$ cat src/rtl/qd_pkg.sv
// Package: shared types for the encoder position decoder.
// Assumes the phase pair is ordered {A, B} with A in the MSB.
package qd_pkg;

    // Sampled phase pair {A, B}
    typedef logic [1:0] phase_t;

    // Classification of one sample against the previous one
    typedef enum logic [1:0] {
        MOVE_NONE = 2'd0,
        MOVE_FWD  = 2'd1,
        MOVE_BACK = 2'd2,
        MOVE_JUMP = 2'd3
    } move_e;

    // Map a previous/current phase pair onto a movement; all 16 cases listed
    function automatic move_e classify(input phase_t prev, input phase_t cur);
        move_e m;
        case ({prev, cur})
            4'b0001, 4'b0111, 4'b1110, 4'b1000: m = MOVE_FWD;
            4'b0010, 4'b1011, 4'b1101, 4'b0100: m = MOVE_BACK;
            4'b0011, 4'b1100, 4'b0110, 4'b1001: m = MOVE_JUMP;
            default:                            m = MOVE_NONE;
        endcase
        return m;
    endfunction

endpackage

$ cat src/rtl/qd_sync.sv
// Module: qd_sync
// Resamples WIDTH asynchronous inputs into the clock domain through a
// chain of STAGES flops. Assumes STAGES >= 2. The chain is not reset,
// so it keeps following the inputs while reset is held.
module qd_sync #(
    parameter int WIDTH  = 3,
    parameter int STAGES = 2
) (
    input  logic             clk,
    input  logic [WIDTH-1:0] din,
    output logic [WIDTH-1:0] dout
);

    logic [WIDTH-1:0] chain_q [STAGES];

    // Shift the raw inputs along the synchronizer chain
    always_ff @(posedge clk) begin
        chain_q[0] <= din;
        for (int s = 1; s < STAGES; s++) begin
            chain_q[s] <= chain_q[s-1];
        end
    end

    assign dout = chain_q[STAGES-1];

endmodule

$ cat src/rtl/qd_transition.sv
// Module: qd_transition
// Keeps the previous sampled phase pair and classifies each new sample
// against it. Outputs are combinational from registered state. Assumes
// the phase input is already synchronous. The first sample after reset
// is loaded without being classified.
module qd_transition
    import qd_pkg::*;
(
    input  logic   clk,
    input  logic   rst_n,
    input  phase_t phase,
    output logic   step_en,
    output logic   step_up,
    output logic   jump_err
);

    phase_t prev_q;
    logic   armed_q;
    move_e  move;

    // Track the previous phase pair and note that it is valid
    always_ff @(posedge clk) begin
        if (!rst_n) begin
            prev_q  <= '0;
            armed_q <= 1'b0;
        end else begin
            prev_q  <= phase;
            armed_q <= 1'b1;
        end
    end

    // Classify the current sample against the stored one
    always_comb begin
        move = armed_q ? classify(prev_q, phase) : MOVE_NONE;
        step_en  = (move == MOVE_FWD) || (move == MOVE_BACK);
        step_up  = (move == MOVE_FWD);
        jump_err = (move == MOVE_JUMP);
    end

endmodule

$ cat src/rtl/qd_position.sv
// Module: qd_position
// Up/down position counter of POS_W bits that wraps on overflow. It is
// zeroed by the first synchronized index rising edge after reset; later
// index edges are ignored. An index clear takes priority over a step
// in the same cycle.
module qd_position #(
    parameter int POS_W = 16
) (
    input  logic                    clk,
    input  logic                    rst_n,
    input  logic                    step_en,
    input  logic                    step_up,
    input  logic                    idx_level,
    output logic signed [POS_W-1:0] position,
    output logic                    idx_clear,
    output logic                    idx_seen
);

    localparam logic signed [POS_W-1:0] POS_ONE = POS_W'(1);

    logic signed [POS_W-1:0] pos_q;
    logic                    idx_q;
    logic                    seen_q;

    // First index rising edge since reset
    assign idx_clear = idx_level && !idx_q && !seen_q;

    // Index edge history and once-only latch
    always_ff @(posedge clk) begin
        if (!rst_n) begin
            idx_q  <= 1'b0;
            seen_q <= 1'b0;
        end else begin
            idx_q <= idx_level;
            if (idx_clear) begin
                seen_q <= 1'b1;
            end
        end
    end

    // Position counter update
    always_ff @(posedge clk) begin
        if (!rst_n) begin
            pos_q <= '0;
        end else if (idx_clear) begin
            pos_q <= '0;
        end else if (step_en) begin
            pos_q <= step_up ? (pos_q + POS_ONE) : (pos_q - POS_ONE);
        end
    end

    assign position = pos_q;
    assign idx_seen = seen_q;

endmodule

$ cat src/rtl/qd_error.sv
// Module: qd_error
// Sticky illegal-jump flag and saturating event counter of ERR_W bits.
// A clear restarts both from this cycle's event, so an event that
// coincides with a clear is not lost.
module qd_error #(
    parameter int ERR_W = 4
) (
    input  logic             clk,
    input  logic             rst_n,
    input  logic             jump_err,
    input  logic             err_clr,
    output logic             err_sticky,
    output logic [ERR_W-1:0] err_count
);

    localparam logic [ERR_W-1:0] CNT_MAX = '1;
    localparam logic [ERR_W-1:0] CNT_ONE = ERR_W'(1);

    logic             flag_q;
    logic [ERR_W-1:0] cnt_q;

    // Latch the flag and count events up to saturation
    always_ff @(posedge clk) begin
        if (!rst_n) begin
            flag_q <= 1'b0;
            cnt_q  <= '0;
        end else if (err_clr) begin
            flag_q <= jump_err;
            cnt_q  <= jump_err ? CNT_ONE : '0;
        end else if (jump_err) begin
            flag_q <= 1'b1;
            if (cnt_q != CNT_MAX) begin
                cnt_q <= cnt_q + CNT_ONE;
            end
        end
    end

    assign err_sticky = flag_q;
    assign err_count  = cnt_q;

endmodule

$ cat src/rtl/quad_decoder.sv
// Module: quad_decoder
// Top level of the 4x encoder position decoder. Synchronizes the phase
// and index inputs, classifies phase transitions, and drives the
// position counter and the error tracking. Assumes the clock is faster
// than the fastest legitimate phase change.
module quad_decoder #(
    parameter int POS_W       = 16,
    parameter int ERR_W       = 4,
    parameter int SYNC_STAGES = 2
) (
    input  logic                    clk,
    input  logic                    rst_n,
    input  logic                    enc_a,
    input  logic                    enc_b,
    input  logic                    enc_idx,
    input  logic                    err_clr,
    output logic signed [POS_W-1:0] position,
    output logic                    step_en,
    output logic                    step_up,
    output logic                    jump_err,
    output logic                    err_sticky,
    output logic [ERR_W-1:0]        err_count
);

    logic [2:0] raw_in;
    logic [2:0] sync_in;
    logic       idx_clear;
    logic       idx_seen;

    assign raw_in = {enc_a, enc_b, enc_idx};

    qd_sync #(
        .WIDTH  (3),
        .STAGES (SYNC_STAGES)
    ) u_sync (
        .clk  (clk),
        .din  (raw_in),
        .dout (sync_in)
    );

    qd_transition u_trans (
        .clk      (clk),
        .rst_n    (rst_n),
        .phase    (sync_in[2:1]),
        .step_en  (step_en),
        .step_up  (step_up),
        .jump_err (jump_err)
    );

    qd_position #(
        .POS_W (POS_W)
    ) u_pos (
        .clk       (clk),
        .rst_n     (rst_n),
        .step_en   (step_en),
        .step_up   (step_up),
        .idx_level (sync_in[0]),
        .position  (position),
        .idx_clear (idx_clear),
        .idx_seen  (idx_seen)
    );

    qd_error #(
        .ERR_W (ERR_W)
    ) u_err (
        .clk        (clk),
        .rst_n      (rst_n),
        .jump_err   (jump_err),
        .err_clr    (err_clr),
        .err_sticky (err_sticky),
        .err_count  (err_count)
    );

endmodule

$ cat config.mk
export PLATFORM = sky130hd
export DESIGN_NAME = quad_decoder
export DESIGN_NICKNAME = d
export VERILOG_FILES = /design/src/rtl/qd_pkg.sv /design/src/rtl/qd_sync.sv /design/src/rtl/qd_transition.sv /design/src/rtl/qd_position.sv /design/src/rtl/qd_error.sv /design/src/rtl/quad_decoder.sv
export SDC_FILE = /design/constraint.sdc
export NUM_CORES = 1
export LEC_CHECK = 0
export BUFFER_PORTS_ARGS = -buffer_cell sky130_fd_sc_hd__buf_2
export CAP_MARGIN = 5
export CORE_ASPECT_RATIO = 1.5
export CORE_MARGIN = 5
export CORE_UTILIZATION = 30
export DETAILED_ROUTE_END_ITERATION = 6
export PLACE_DENSITY_LB_ADDON = 0.15
export SYNTH_ARGS = -nofsm -noshare
export SYNTH_HDL_FRONTEND = slang
export SYNTH_SLANG_ARGS = --single-unit
$ cat constraint.sdc
create_clock -name clk -period 4.9 [get_ports clk]
set_clock_uncertainty 0.15 [all_clocks]
set_input_delay 0.98 -clock clk [delete_from_list [all_inputs] [get_ports clk]]
set_output_delay 0.98 -clock clk [all_outputs]
set_load 0.01 [all_outputs]
==> impl_metrics.yaml <==
run_status:
  status: "complete, no violations"
floorplan:
  die_w_microns: 75.1
  design.core.area_sq_um: 6170
  die_area_sq_um: 8070
  pin_count: 30
  die_y_microns: 108
  start_util_pct: 30.8
  fp-row-count: 35
clocking:
  post_cts_buffers: 0
  htree_levels: 2
  clock_latency_ns: 0.28
  cts_hold_buf: 0
  numCtsBuffers: 5
  path_clk_slew_ns: 0.07
  cts_tree: "done"
  post_cts_resized: 0
  cts_num_sinks: 32
  cts_buffer_depth: 2
  clk_root_buffer_cell: "clkbuf_8"
worst_setup_path:
  cp_max_fo: 15
  cp-start-kind: "flop"
  worstPathRequired_ns: 4.96
  crit_type: "reg -> reg"
  crit_path_end_kind: "flop"
  arrival_ns: 3.84
routing:
  ant_nets: 0
  drt_first_pass_iters: 4
  route.detailed.drc: 0
  drt_iter0_markers: 46
  vias_per_cell: 5.23
  wl_per_cell_microns: 14.3
  vias: 1757
  wirelength_mm: 4.82
power:
  pwr_density_cell_nw_per_um2: 436
  sw_frac_of_total_pct: 37.1
  p_int_w: 0.000617
  seq_power_share_pct: 32.0
  p_switching_w: 0.000364
  pwr-share-comb_pct: 42.5
  leakage_nw: 1.03
  p_clk_share_pct: 25.5
  ir_drop_v: 0.000147
timing:
  finalHoldViolations: 0
  slew-limit-headroom_pct: 63.2
  fin_crit_ns: 3.78
  post-route-period-util_pct: 77.0
  report.final.setup_viol: 0
  tightest_slew_ns: 0.552
  rsz0062_at_grt: "no"
  setup_tns_ns: 0
  hold_ws_ns: 0.177
  slew_viol_final: 0
  max_freq_ghz: 0.265
yosys:
  synth_top_cell_area_share_pct: 33.6
  synth.avg_cell_area_sq_um: 8.35
  async_flop_share_pct: 0
  yosysSeqAreaShare_pct: 33.6
  synth_top_flop_cell: "dfxtp_1"
  yosysTopAreaCell: "dfxtp_1"
  syn-cell-area_sq_um: 1900
  synth_cell_type_count: 40
  mappedNetlistNets: 252
  yosys_register_bits: 32
  yosysWarnings: 0
  ys_top_cells_by_area: "dfxtp_1 34%, ha_1 11%, a21oi_1 4.5%, nor2_1 4.3%, nand2_1 3.9%"
  synth_edf_count: 0
  netlist_instances: 228
job:
  max_cap_viol_count: 0
place:
  dp_hpwl_mm: 3.64
  portBuffers: 29
  gp_congestion: 0.826
cells_and_area:
  fin_nets: 285
  final_common_cell: "dfxtp_1"
  drive_gt1_share_pct: 16.4
  final_cell_mix: "32 x dfxtp_1, 29 x buf_2, 22 x nor2_1, 20 x nand2_1"
  area_growth_pct: 18.1
  n_antenna_cell: 0
global_routing:
  grt_pass1_vias: 1766
  grt_pass1_wl_mm: 8.15
  grt_max_degree: 27
  antenna_found_initial: 0
  grt-ovfl-total: 0
  grt_usage_pct: 12.9
min_path:
  hp-class: "reg -> reg"
## cell usage after synthesis, drive strengths merged, types with 2 or more instances
cell and count:
nor4 2, mux2i 7, nand2b 3, xor2 5
o31ai 3, a21boi 2, nand3 15, nor2 22
o21a 5, a211oi 7, o21ai 16, a21oi 18
clkbuf 6, or4 2, nor3 2, a21o 6
nand2 20, ha 17, o31a 2, and2 5
xnor2 2, and3 4, nor2b 3, inv 8
nand4 2, nand3b 2, dfxtp 32
## power groups by stage
stage / logic [W] / clock network, W / registers [W]
after floorplan: 0.000303 / 0 / 0.000326
after global placement: 0.000421 / 0 / 0.000321
after detailed placement: 0.000416 / 0 / 0.000321
after CTS: 0.000420 / 0.000261 / 0.000315
after global routing: 0.000467 / 0.000271 / 0.000319
final: 0.000417 / 0.000250 / 0.000314
## logic make-up after synthesis
group                    count (synthesis)  synth area share [%]
flip-flops                              32                  33.6
XOR/XNOR                                 7                  3.22
adder cells (fa/ha/maj)                 18                  12.2
buffers and inverters                   15                  2.96
multiplexers                             7                  3.68
AND/OR/NAND/NOR                         84                  21.7
AO/OA/AOI/OAI                           65                  22.6
## critical path, stage by stage, from the launching register on
cell and delay [ns]:
dfxtp_1 0.43, mux2i_1 0.20, o21ai_0 0.07, and2_1 0.18, ha_1 0.25, inv_1 0.43, ha_1 0.36, a211oi_2 0.29
nor4_1 0.11, or4b_4 0.57, a41oi_2 0.23, mux2i_1 0.24, mux2i_1 0.20
## final cells by class
cell class / count / area [sq um]
clock buffer: 6 / 72.6
clock inverter: 2 / 35.0
fill: 661 / 3930
inverter: 9 / 33.8
multi-input combinational: 181 / 1210
sequential: 32 / 641
tap: 74 / 92.6
timing repair buffer: 32 / 168
## flip-flops by register name, summed over array words and instances (netlist names)
name              flops
u_trans.prev_q        2
u_pos.idx_seen        1
u_err.err_sticky      1
u_sync.chain_q        6
u_trans.armed_q       1
u_pos.position       16
u_err.err_count       4
u_pos.idx_q           1
## path summary, 6_finish.rpt
path / slack, ns / endpoint / cells after the start / from
worst max register to register: 1.12 / u_pos.position[15] / 12 / u_trans.prev_q[0]
worst min-delay path: 0.18 / u_sync.chain_q[0][3] / 0 / u_sync.chain_q[0][0]
worst max-delay path: 1.12 / u_pos.position[15] / 12 / u_trans.prev_q[0]
worst min register to register: 0.18 / u_sync.chain_q[0][3] / 0 / u_sync.chain_q[0][0]
## layer usage
metal  GRT usage, %  up-vias  share of wire, %  wire length (microns)
li1               -      899                 -                      -
met4           5.85        0               2.9                    140
met1           14.2      810                42                   2020
met5              0        -                 0                      0
met2           22.9       34                52                   2490
met3           2.71       14               3.7                    176
## stage by stage
stage                     util, %  instances  setup WS, ns  instance area (sq um)  power, W
after floorplan                 -        228          1.36                   1900  0.000628
after global placement       34.7        328          1.19                   2140  0.000741
after detailed placement     34.7        328          1.13                   2140  0.000736
after CTS                    36.4        336          1.10                   2250  0.000996
after global routing         36.4        336         0.797                   2250   0.00106
final                        36.4        336          1.12                   2250  0.000981
Note: power is estimated with default switching activity, not from simulation.
